==> src/rtl/xlate_pkg.sv <==
package xlate_pkg;
  localparam int unsigned PG_OFF_W = 12;
  localparam int unsigned IDX_W    = 10;
  localparam logic [3:0]  OFF_FLUSH = 4'h0;
  localparam logic [3:0]  OFF_BASE  = 4'h4;
  localparam logic [3:0]  OFF_INFO  = 4'h8;

  typedef enum logic [2:0] {
    W_IDLE, W_L1_REQ, W_L1_WAIT, W_L2_REQ, W_L2_WAIT
  } walk_st_e;
endpackage

==> src/rtl/xlate_regs.sv <==
module xlate_regs import xlate_pkg::*; #(
  parameter int unsigned BASE_W = 27,
  parameter int unsigned DW     = 32,
  parameter int unsigned AW     = 4
) (
  input  logic              clk_i,
  input  logic              rst_ni,
  input  logic              reg_valid_i,
  input  logic              reg_write_i,
  input  logic [AW-1:0]     reg_addr_i,
  input  logic [DW-1:0]     reg_wdata_i,
  output logic              reg_rvalid_o,
  output logic [DW-1:0]     reg_rdata_o,
  output logic [BASE_W-1:0] base_o,
  output logic              flush_o
);
  logic [BASE_W-1:0] base_q;
  logic [DW-1:0]     info_q;
  logic              wr, rd;

  assign wr      = reg_valid_i && reg_write_i;
  assign rd      = reg_valid_i && !reg_write_i;
  assign flush_o = wr && (reg_addr_i == AW'(OFF_FLUSH)) && (reg_wdata_i == '1);
  assign base_o  = base_q;

  always_ff @(posedge clk_i or negedge rst_ni) begin
    if (!rst_ni) begin
      base_q       <= '0;
      info_q       <= '0;
      reg_rvalid_o <= 1'b0;
      reg_rdata_o  <= '0;
    end else begin
      if (wr && reg_addr_i == AW'(OFF_BASE)) base_q <= reg_wdata_i[BASE_W-1:0];
      if (wr && reg_addr_i == AW'(OFF_INFO)) info_q <= reg_wdata_i;
      reg_rvalid_o <= rd;
      if (rd) begin
        unique case (reg_addr_i)
          AW'(OFF_BASE): reg_rdata_o <= {{(DW-BASE_W){1'b0}}, base_q};
          AW'(OFF_INFO): reg_rdata_o <= info_q;
          default:       reg_rdata_o <= '0;
        endcase
      end
    end
  end

  AST_READ_ANSWERED: assert property (@(posedge clk_i) disable iff (!rst_ni)
    (reg_valid_i && !reg_write_i) |=> reg_rvalid_o);
endmodule

==> src/rtl/xlate_tlb.sv <==
module xlate_tlb #(
  parameter int unsigned DEPTH = 8,
  parameter int unsigned VPN_W = 20,
  parameter int unsigned PFN_W = 32
) (
  input  logic             clk_i,
  input  logic             rst_ni,
  input  logic [VPN_W-1:0] lookup_vpn_i,
  output logic             hit_o,
  output logic [PFN_W-1:0] hit_pfn_o,
  input  logic             fill_i,
  input  logic [VPN_W-1:0] fill_vpn_i,
  input  logic [PFN_W-1:0] fill_pfn_i,
  input  logic             flush_i
);
  localparam int unsigned PTR_W = (DEPTH > 1) ? $clog2(DEPTH) : 1;

  logic [DEPTH-1:0] vld_q, match;
  logic [VPN_W-1:0] tag_q [DEPTH];
  logic [PFN_W-1:0] pfn_q [DEPTH];
  logic [PTR_W-1:0] ptr_q;

  for (genvar g = 0; g < DEPTH; g++) begin : g_ent
    assign match[g] = vld_q[g] && (tag_q[g] == lookup_vpn_i);
    always_ff @(posedge clk_i or negedge rst_ni) begin
      if (!rst_ni) begin
        tag_q[g] <= '0;
        pfn_q[g] <= '0;
      end else if (fill_i && ptr_q == PTR_W'(g)) begin
        tag_q[g] <= fill_vpn_i;
        pfn_q[g] <= fill_pfn_i;
      end
    end
  end

  always_ff @(posedge clk_i or negedge rst_ni) begin
    if (!rst_ni) begin
      vld_q <= '0;
      ptr_q <= '0;
    end else begin
      if (flush_i)     vld_q <= '0;
      else if (fill_i) vld_q[ptr_q] <= 1'b1;
      if (fill_i) ptr_q <= (ptr_q == PTR_W'(DEPTH-1)) ? '0 : ptr_q + 1'b1;
    end
  end

  assign hit_o = |match;
  always_comb begin
    hit_pfn_o = '0;
    for (int i = 0; i < DEPTH; i++)
      if (match[i]) hit_pfn_o = hit_pfn_o | pfn_q[i];
  end

  AST_TAG_UNIQUE: assert property (@(posedge clk_i) disable iff (!rst_ni)
    $onehot0(match));
  AST_FLUSH_EMPTIES: assert property (@(posedge clk_i) disable iff (!rst_ni)
    flush_i |=> !hit_o);
endmodule

==> src/rtl/xlate_walker.sv <==
module xlate_walker import xlate_pkg::*; #(
  parameter int unsigned VA_W    = 32,
  parameter int unsigned ENTRY_W = 32,
  parameter int unsigned BASE_W  = 27
) (
  input  logic                        clk_i,
  input  logic                        rst_ni,
  input  logic                        start_i,
  input  logic [VA_W-1:0]             vaddr_i,
  input  logic [BASE_W-1:0]           base_i,
  input  logic                        flush_i,
  output logic                        mem_req_valid_o,
  input  logic                        mem_req_ready_i,
  output logic [ENTRY_W+PG_OFF_W-1:0] mem_addr_o,
  input  logic                        mem_rsp_valid_i,
  input  logic [ENTRY_W-1:0]          mem_rsp_data_i,
  output logic                        busy_o,
  output logic                        done_o,
  output logic [ENTRY_W-1:0]          done_pfn_o,
  output logic [VA_W-1:0]             va_o
);
  localparam int unsigned PA_W  = ENTRY_W + PG_OFF_W;
  localparam int unsigned PAD_W = PA_W - BASE_W - IDX_W - 2;

  walk_st_e           st_q;
  logic [VA_W-1:0]    va_q;
  logic [BASE_W-1:0]  base_q;
  logic [ENTRY_W-1:0] l1_q;
  logic               abort_q;
  logic [PA_W-1:0]    l1_addr, l2_addr;

  assign l1_addr = {{PAD_W{1'b0}}, base_q, va_q[VA_W-1 -: IDX_W], 2'b00};
  assign l2_addr = {l1_q, va_q[PG_OFF_W +: IDX_W], 2'b00};

  always_ff @(posedge clk_i or negedge rst_ni) begin
    if (!rst_ni) begin
      st_q    <= W_IDLE;
      va_q    <= '0;
      base_q  <= '0;
      l1_q    <= '0;
      abort_q <= 1'b0;
    end else begin
      unique case (st_q)
        W_IDLE: if (start_i) begin
          va_q    <= vaddr_i;
          base_q  <= base_i;
          abort_q <= 1'b0;
          st_q    <= W_L1_REQ;
        end
        W_L1_REQ: if (mem_req_ready_i) begin
          abort_q <= flush_i;
          st_q    <= W_L1_WAIT;
        end
        W_L1_WAIT: begin
          if (mem_rsp_valid_i) begin
            if (abort_q || flush_i) begin
              abort_q <= 1'b0;
              base_q  <= base_i;
              st_q    <= W_L1_REQ;
            end else begin
              l1_q <= mem_rsp_data_i;
              st_q <= W_L2_REQ;
            end
          end else begin
            abort_q <= abort_q || flush_i;
          end
        end
        W_L2_REQ: begin
          abort_q <= abort_q || flush_i;
          if (mem_req_ready_i) st_q <= W_L2_WAIT;
        end
        W_L2_WAIT: begin
          if (mem_rsp_valid_i) begin
            abort_q <= 1'b0;
            if (abort_q || flush_i) begin
              base_q <= base_i;
              st_q   <= W_L1_REQ;
            end else begin
              st_q <= W_IDLE;
            end
          end else begin
            abort_q <= abort_q || flush_i;
          end
        end
        default: st_q <= W_IDLE;
      endcase
    end
  end

  assign mem_req_valid_o = (st_q == W_L1_REQ) || (st_q == W_L2_REQ);
  assign mem_addr_o      = (st_q == W_L2_REQ) ? l2_addr : l1_addr;
  assign busy_o          = (st_q != W_IDLE);
  assign done_o          = (st_q == W_L2_WAIT) && mem_rsp_valid_i && !abort_q && !flush_i;
  assign done_pfn_o      = mem_rsp_data_i;
  assign va_o            = va_q;

  AST_REQ_HELD: assert property (@(posedge clk_i) disable iff (!rst_ni)
    (mem_req_valid_o && !mem_req_ready_i) |=> (mem_req_valid_o && $stable(mem_addr_o)));
  AST_ONE_OUTSTANDING: assert property (@(posedge clk_i) disable iff (!rst_ni)
    (mem_req_valid_o && mem_req_ready_i) |=> !mem_req_valid_o);
  AST_FLUSH_RESTARTS: assert property (@(posedge clk_i) disable iff (!rst_ni)
    (busy_o && flush_i) |=> busy_o);
endmodule

==> src/rtl/iommu_xlate.sv <==
module iommu_xlate import xlate_pkg::*; #(
  parameter int unsigned VA_W      = 32,
  parameter int unsigned ENTRY_W   = 32,
  parameter int unsigned BASE_W    = 27,
  parameter int unsigned TLB_DEPTH = 8,
  parameter int unsigned REG_AW    = 4,
  parameter int unsigned REG_DW    = 32
) (
  input  logic                        clk_i,
  input  logic                        rst_ni,
  input  logic                        req_valid_i,
  output logic                        req_ready_o,
  input  logic [VA_W-1:0]             req_vaddr_i,
  output logic                        rsp_valid_o,
  output logic [ENTRY_W+PG_OFF_W-1:0] rsp_paddr_o,
  output logic                        mem_req_valid_o,
  input  logic                        mem_req_ready_i,
  output logic [ENTRY_W+PG_OFF_W-1:0] mem_addr_o,
  input  logic                        mem_rsp_valid_i,
  input  logic [ENTRY_W-1:0]          mem_rsp_data_i,
  input  logic                        reg_valid_i,
  input  logic                        reg_write_i,
  input  logic [REG_AW-1:0]           reg_addr_i,
  input  logic [REG_DW-1:0]           reg_wdata_i,
  output logic                        reg_rvalid_o,
  output logic [REG_DW-1:0]           reg_rdata_o,
  output logic                        busy_o
);
  localparam int unsigned VPN_W = VA_W - PG_OFF_W;

  logic               busy, fire, tlb_hit, flush, done;
  logic [ENTRY_W-1:0] hit_pfn, done_pfn;
  logic [VA_W-1:0]    walk_va;
  logic [BASE_W-1:0]  base;

  assign req_ready_o = !busy;
  assign fire        = req_valid_i && req_ready_o;
  assign busy_o      = busy;

  xlate_regs #(.BASE_W(BASE_W), .DW(REG_DW), .AW(REG_AW)) u_regs (
    .clk_i, .rst_ni, .reg_valid_i, .reg_write_i, .reg_addr_i, .reg_wdata_i,
    .reg_rvalid_o, .reg_rdata_o, .base_o(base), .flush_o(flush)
  );

  xlate_tlb #(.DEPTH(TLB_DEPTH), .VPN_W(VPN_W), .PFN_W(ENTRY_W)) u_tlb (
    .clk_i, .rst_ni,
    .lookup_vpn_i(req_vaddr_i[VA_W-1:PG_OFF_W]),
    .hit_o(tlb_hit), .hit_pfn_o(hit_pfn),
    .fill_i(done), .fill_vpn_i(walk_va[VA_W-1:PG_OFF_W]), .fill_pfn_i(done_pfn),
    .flush_i(flush)
  );

  xlate_walker #(.VA_W(VA_W), .ENTRY_W(ENTRY_W), .BASE_W(BASE_W)) u_walk (
    .clk_i, .rst_ni,
    .start_i(fire && !tlb_hit), .vaddr_i(req_vaddr_i), .base_i(base), .flush_i(flush),
    .mem_req_valid_o, .mem_req_ready_i, .mem_addr_o, .mem_rsp_valid_i, .mem_rsp_data_i,
    .busy_o(busy), .done_o(done), .done_pfn_o(done_pfn), .va_o(walk_va)
  );

  always_ff @(posedge clk_i or negedge rst_ni) begin
    if (!rst_ni) begin
      rsp_valid_o <= 1'b0;
      rsp_paddr_o <= '0;
    end else begin
      rsp_valid_o <= (fire && tlb_hit) || done;
      if (done)                rsp_paddr_o <= {done_pfn, walk_va[PG_OFF_W-1:0]};
      else if (fire && tlb_hit) rsp_paddr_o <= {hit_pfn, req_vaddr_i[PG_OFF_W-1:0]};
    end
  end

  AST_HIT_ONE_CYCLE: assert property (@(posedge clk_i) disable iff (!rst_ni)
    (fire && tlb_hit) |=> (rsp_valid_o && !busy_o));
  AST_MISS_WALKS: assert property (@(posedge clk_i) disable iff (!rst_ni)
    (fire && !tlb_hit) |=> (busy_o && !rsp_valid_o));
  AST_BUSY_BLOCKS: assert property (@(posedge clk_i) disable iff (!rst_ni)
    busy_o |-> !req_ready_o);
endmodule

==> config.mk <==
export PLATFORM = sky130hd
export DESIGN_NAME = iommu_xlate
export DESIGN_NICKNAME = d
export VERILOG_FILES = /design/src/rtl/xlate_pkg.sv /design/src/rtl/xlate_regs.sv /design/src/rtl/xlate_tlb.sv /design/src/rtl/xlate_walker.sv /design/src/rtl/iommu_xlate.sv
export SDC_FILE = /design/constraint.sdc
export NUM_CORES = 1
export LEC_CHECK = 0
export BUFFER_PORTS_ARGS = -buffer_cell sky130_fd_sc_hd__buf_2
export CAP_MARGIN = 20
export CORE_MARGIN = 2
export CORE_UTILIZATION = 65
export DETAILED_ROUTE_END_ITERATION = 6
export PLACE_DENSITY = 0.88
export SKIP_CTS_REPAIR_TIMING = 1
export SLEW_MARGIN = 25
export SYNTH_ARGS = -nofsm -noshare
export SYNTH_HDL_FRONTEND = slang
export SYNTH_SLANG_ARGS = --single-unit
==> constraint.sdc <==
create_clock -name clk_i -period 5.4 [get_ports clk_i]
set_input_delay 0.81 -clock clk_i [delete_from_list [all_inputs] [get_ports clk_i]]
set_output_delay 0.81 -clock clk_i [all_outputs]
set_load 0.02 [all_outputs]
==> results of run 1 <==
registers in the layout (all words and copies together), names as in the netlist:
register and cells:
u_walk.abort_q 1, u_tlb.pfn_q 256, u_walk.base_q 27, u_tlb.vld_q 8
u_regs.reg_rvalid_o 1, u_tlb.ptr_q 3, u_tlb.tag_q 160, u_walk.l1_q 32
u_regs.reg_rdata_o 32, u_regs.base_o 27, u_walk.va_o 32, rsp_paddr_o 44
u_regs.info_q 32, u_walk.st_q 3, rsp_valid_o 1
synth_stat cells, drive strengths merged (8+ instances only):
library cell    n  area share [%]
nor4           38            0.86
xnor2          61             1.7
o41ai          19            0.53
clkbuf        187             2.3
nand2         147             1.8
inv             9            0.11
a21oi          15            0.27
mux2          603              22
mux2i          12            0.38
o22ai          97             1.9
o21ai          89             1.4
nor3           17            0.27
buf           100             1.7
nand3b         12            0.29
nand4         280             5.6
nor2           23            0.27
nand3          62            0.99
a311o          13            0.41
a22oi          28            0.67
and3            8            0.16
dfrtp         659              52
xor2           98             2.7
a31oi          23            0.46
cell families (layout without fill, tap and decap cells):
group                      after synthesis  after routing
DFF                                    659            659
other                                    1              5
and+or+nand+nor                        604            604
AOI/OAI and AO/OA                      292            292
xor gates and xnor gates               159            159
buffers and inverters                  296            423
muxes                                  615            615
adders and majority gates                6              6
power by group:
group          switching (uW)  internal, uW
clock                    2090          2780
combinational            2210          1710
sequential               1160          6070
total                    5460         10600
final cells by class:
class	instances	area, um2	area share, %
Sequential cell	659	16490	46.92
Multi-Input combinational cell	1678	13820	39.32
Clock buffer	95	1976	5.620
Timing Repair Buffer	291	1729	4.919
Tap cell	615	769.5	2.189
Clock inverter	28	320.3	0.9112
Inverter	9	33.78	0.09611
Antenna cell	3	7.507	0.02136
per-stage QoR:
stage                     cells  power, uW  worst slack, ns  hold slack, ns
after floorplan            2633       9504            2.125          0.4580
after global placement     3251      10680            1.514          0.4581
after detailed placement   3251      10970            1.379          0.4654
after CTS                  3374      15840            1.624          0.3446
after global routing       3375      16490            1.500         0.06101
final                      3378      16030            1.573         0.04522
path summary, 6_finish.rpt:
check,startpoint,end,slack [ns],cells after the start
worst min register to register,u_regs.reg_rdata_o[29]$_DFFE_PN0P_,u_regs.reg_rdata_o[29]$_DFFE_PN0P_,0.47,2
max in group asynchronous,rst_ni,u_tlb.tag_q[43]$_DFFE_PN0P_,3.80,3
worst max-delay path,u_walk.st_q[2]$_DFFE_PN0P_,mem_addr_o[11],1.57,4
worst min-delay path,rst_ni,u_regs.info_q[31]$_DFFE_PN0P_,0.05,1
worst max register to register,u_walk.st_q[1]$_DFFE_PN0P_,u_tlb.tag_q[156]$_DFFE_PN0P_,1.68,7
min in group clk_i,req_vaddr_i[5],u_walk.va_o[5]$_DFFE_PN0P_,0.43,2
layer usage:
metal	part of all wire (%)	GRT usage (%)	vias up
met5	0.0069	0	-
met4	7.2	25.33	2
met3	12	11.90	648
met2	46	62.66	2186
met1	34	49.84	12480
li1	-	-	9837
==> impl_metrics.toml, run 1 <==
[synthesis]
avgSynthCellArea_um2 = 11.94
synth_cell_types = 47
async_flop_share_pct = 100.0
synth_fa_ha_area_share_pct = 0.2389
synth-compound-area-share_pct = 5.917
ys_dominant_reg_cell = "dfrtp_1"
synth_top_family_by_area = "multiplexers"
ys_warn_count = 0
synth_edf_count = 0
synth_mux_area_share_pct = 22.23
synthCells = 2632
ys_ff_latch = 659
yosysSeqAreaShare_pct = 52.48
synth_xor_area_share_pct = 4.432
yosys.area_share.simple_pct = 10.56
syn-cell-area_um2 = 31420

[power]
power_density_nw_per_um2 = 456.0
ir_drop_mv = 0.3677
p_leak_uw = 0.01620

[floorplan]
start_util_pct = 65.81
num_rows = 80
die_y_um = 223.9
core_um2 = 47750
num_io_pins = 232
die_area_um2 = 50110
die_w_um = 223.9

[timing]
report.final.setup_viol = 0
slew_violations = 0
max_freq_mhz = 261.3
slew_headroom_pct = 27.81
tightest_slew_ns = 1.083
setup_tns_ns = 0
rsz0062_at_grt = "no"
layout_worst_path_cycle_share_pct = 70.87
finalHoldViolCount = 0
clock_skew_ns = 0.01676
fin_crit_ns = 3.827

[placed_design]
place_congestion = 0.9337
io_buffers = 229
placed_area_um2 = 32820
dp_hpwl_um = 58550

[drt]
routedWlPerCell_um = 29.92
dr.first_iter.drc_count = 4107
wirelength_um = 101100
vias = 25150
drc = 0
dr.pass1.iters = 7
ant_nets = 0
viasPerCell = 7.445

[clock_tree]
cts_max_level = 3
clkSinkCount = 659
clk_pin_slew_worst_paths_ns = 0.06
clockRootBuffer = "clkbuf_16"
cts_tree = "done"
cts_buffer_depth = 3
cts_inserted_buffers = 69
clk-insertion-delay-late_ns = 0.64

[global_routing]
grt_pass1_vias = 25990
grt_max_degree = 138
track_usage_pct = 40.33
grt-ovfl-total = 0
grt_pass1_wl_um = 154000
antenna_found_initial = 3

[setup_path]
cp_data_required_time_ns = 4.59
path_cells = "nor2b_1 -> and2_4 -> mux2_2 -> buf_2"
crit_path_max_incr_delay_ns = 0.65
crit_type = "reg -> out"
crit_fanout = 38
end_kind = "output pin"
critPathArrivalTime_ns = 3.02
critPathSlowestCell = "and2_4"
start_kind = "flip-flop"
crit_buf_inv = 1
cpLargestDelayFamily = "simple AND/OR/NAND/NOR gates"

[final_layout]
fillers = 2782
fin_util_pct = 73.62
fin_area_um2 = 35150
area_delta_synth_final_pct = 11.87
final_common_cell = "dfrtp_1"
nets = 2821
layout_common_cells = "656 x dfrtp_1, 583 x mux2_2, 280 x nand4_1"
drive_gt1_share_pct = 37.83

[hold_path]
hold_class = "in -> async"

[job]
drv_cap = 0

[run_status]
status = "finished, final reports clean"
(Power assumes the default switching activity.)
==> inputs of run 2 (changes only) <==
--- a/config.mk
+++ b/config.mk
@@ -8,9 +8,9 @@
 export BUFFER_PORTS_ARGS = -buffer_cell sky130_fd_sc_hd__buf_2
 export CAP_MARGIN = 20
 export CORE_MARGIN = 2
-export CORE_UTILIZATION = 65
+export CORE_UTILIZATION = 55
 export DETAILED_ROUTE_END_ITERATION = 6
-export PLACE_DENSITY = 0.88
+export PLACE_DENSITY = 0.8
 export SKIP_CTS_REPAIR_TIMING = 1
 export SLEW_MARGIN = 25
 export SYNTH_ARGS = -nofsm -noshare
==> constraint.sdc (replaced) <==
create_clock -name clk_i -period 3.4 [get_ports clk_i]
set_input_delay 0.51 -clock clk_i [delete_from_list [all_inputs] [get_ports clk_i]]
set_output_delay 0.51 -clock clk_i [all_outputs]
set_load 0.02 [all_outputs]
==> run 2 against run 1 <==
Net effect: the run now ends with design-rule violations left; sequential share of layout area fell by 1.1 points; sequential cell count did not move; first-iteration DRC count fell by 23%; combinational power rose by 68%; clock-buffer cell count rose by 6; critical endpoint is now mem_addr_o[7].
==> impl_metrics.toml, run 2 (synthesis results as in run 1) <==
[run_status]
status = "finished, violations left"
violations = "design-rule violations"

[clock_tree]
clk-insertion-delay-late_ns = 0.63
cts_tree = "done"
clockRootBuffer = "clkbuf_16"
cts_buffer_depth = 3
clkSinkCount = 659
cts_inserted_buffers = 70
clk_pin_slew_worst_paths_ns = 0.06
cts_max_level = 3

[floorplan]
num_rows = 87
core_um2 = 56390
die_y_um = 243.0
die_area_um2 = 59060
num_io_pins = 232
start_util_pct = 55.72
die_w_um = 243.0

[power]
p_leak_uw = 0.01656
power_density_nw_per_um2 = 715.2
ir_drop_mv = 0.5689

[drt]
vias = 24530
routedWlPerCell_um = 28.21
dr.pass1.iters = 7
drc = 6
viasPerCell = 6.885
dr.first_iter.drc_count = 3182
ant_nets = 0
wirelength_um = 100500

[global_routing]
grt-ovfl-total = 0
grt_pass1_vias = 25230
grt_max_degree = 93
antenna_found_initial = 6
track_usage_pct = 33.83
grt_pass1_wl_um = 153200

[timing]
slew_violations = 0
tightest_slew_ns = 0.8195
clock_skew_ns = 0.03213
rsz0062_at_grt = "no"
finalHoldViolCount = 0
fin_crit_ns = 3.172
report.final.setup_viol = 0
slew_headroom_pct = 44.66
layout_worst_path_cycle_share_pct = 93.30
setup_ws_ns = 0.2278
max_freq_mhz = 315.2
setup_tns_ns = 0

[final_layout]
nets = 2862
final_common_cell = "dfrtp_1"
reg.largest.list = "u_tlb.pfn_q (256), u_tlb.tag_q (160), rsp_paddr_o (44)"
regArea_um2 = 16490
layout_common_cells = "659 x dfrtp_1, 583 x mux2_2, 280 x nand4_1"
area_delta_synth_final_pct = 14.61
regMostFlops = "u_tlb.pfn_q"
fin_util_pct = 63.86
drive_gt1_share_pct = 38.69
fillers = 4168
largest_reg_flops = 256
multi_input_area_um2 = 13820

[placed_design]
dp_hpwl_um = 60420
place_congestion = 0.8929
io_buffers = 229
pre_cts_slack_ns = 0.06890

[setup_path]
start_kind = "flip-flop"
end_kind = "output pin"
critPathArrivalTime_ns = 2.66
crit_type = "reg -> out"
crit_fanout = 38
cp_data_required_time_ns = 2.89

[job]
drv_cap = 0

[hold_path]
hold_class = "in -> reg"
## run 2: cell count changes in the layout (fill, tap and decap cells not counted), moves of 3 or more
cell / previous run / this run
buf_12: 7 / 30
clkinvlp_4: 5 / 2
clkbuf_8: 13 / 17
dfrtp_1: 656 / 659
buf_4: 54 / 71
dfrtp_2: 3 / 0
## run 2: power by group
part	switching (uW)	internal, uW	leakage, uW
Clock	3310	4680	0.00119
Sequential	1550	9650	0.00866
Combinational	3710	2860	0.00671
## run 2: worst max-delay path, stage by stage, from the launching register on
cell,delay (ns)
dfrtp_1,0.51
nor2b_2,0.39
and2_2,0.23
buf_12,0.24
mux2_2,0.41
buf_2,0.17
## run 2: final timing paths
path	slack, ns	start	depth (start not counted)	end
max	0.23	u_walk.st_q[0]$_DFFE_PN0P_	5	mem_addr_o[7]
max in group asynchronous	1.90	rst_ni	3	rsp_paddr_o[28]$_DFFE_PN0P_
max reg2reg	0.38	u_tlb.tag_q[122]$_DFFE_PN0P_	9	rsp_paddr_o[21]$_DFFE_PN0P_
min in group asynchronous	0.49	rst_ni	2	u_regs.info_q[30]$_DFFE_PN0P_
min reg2reg	0.47	u_regs.reg_rdata_o[29]$_DFFE_PN0P_	2	u_regs.reg_rdata_o[29]$_DFFE_PN0P_
min	0.13	req_vaddr_i[2]	2	u_walk.va_o[2]$_DFFE_PN0P_
## run 2: area by class of cell
type,count,share of cell area [%]
multi-input cells,1678,38.38
repair buffers,331,6.386
well taps,756,2.627
flip-flops and latches,659,45.79
clock inverters,26,0.9173
inverters,9,0.09381
clock buffers,101,5.778
diodes,3,0.02085
## run 2: stage by stage
step                      cells  instance area [um2]  hold WS [ns]  power, uW
final                      3563                36010        0.1278      25750
after global routing       3560                36000        0.1120      26570
after CTS                  3559                35990      -0.03196      25540
after detailed placement   3432                33570        0.4658      17590
after global placement     3432                33570        0.4608      17210
after floorplan            2633                31420        0.2144      15090
## run 2: routing by layer
| layer | share of wire (%) | wire length, um | GRT usage (%) |
|---|---|---|---|
| met5 | 0.042 | 42 | 0 |
| met4 | 6.6 | 6586 | 20.17 |
| met3 | 11 | 11530 | 10.04 |
| met2 | 46 | 45980 | 52.42 |
| met1 | 36 | 36380 | 42.06 |
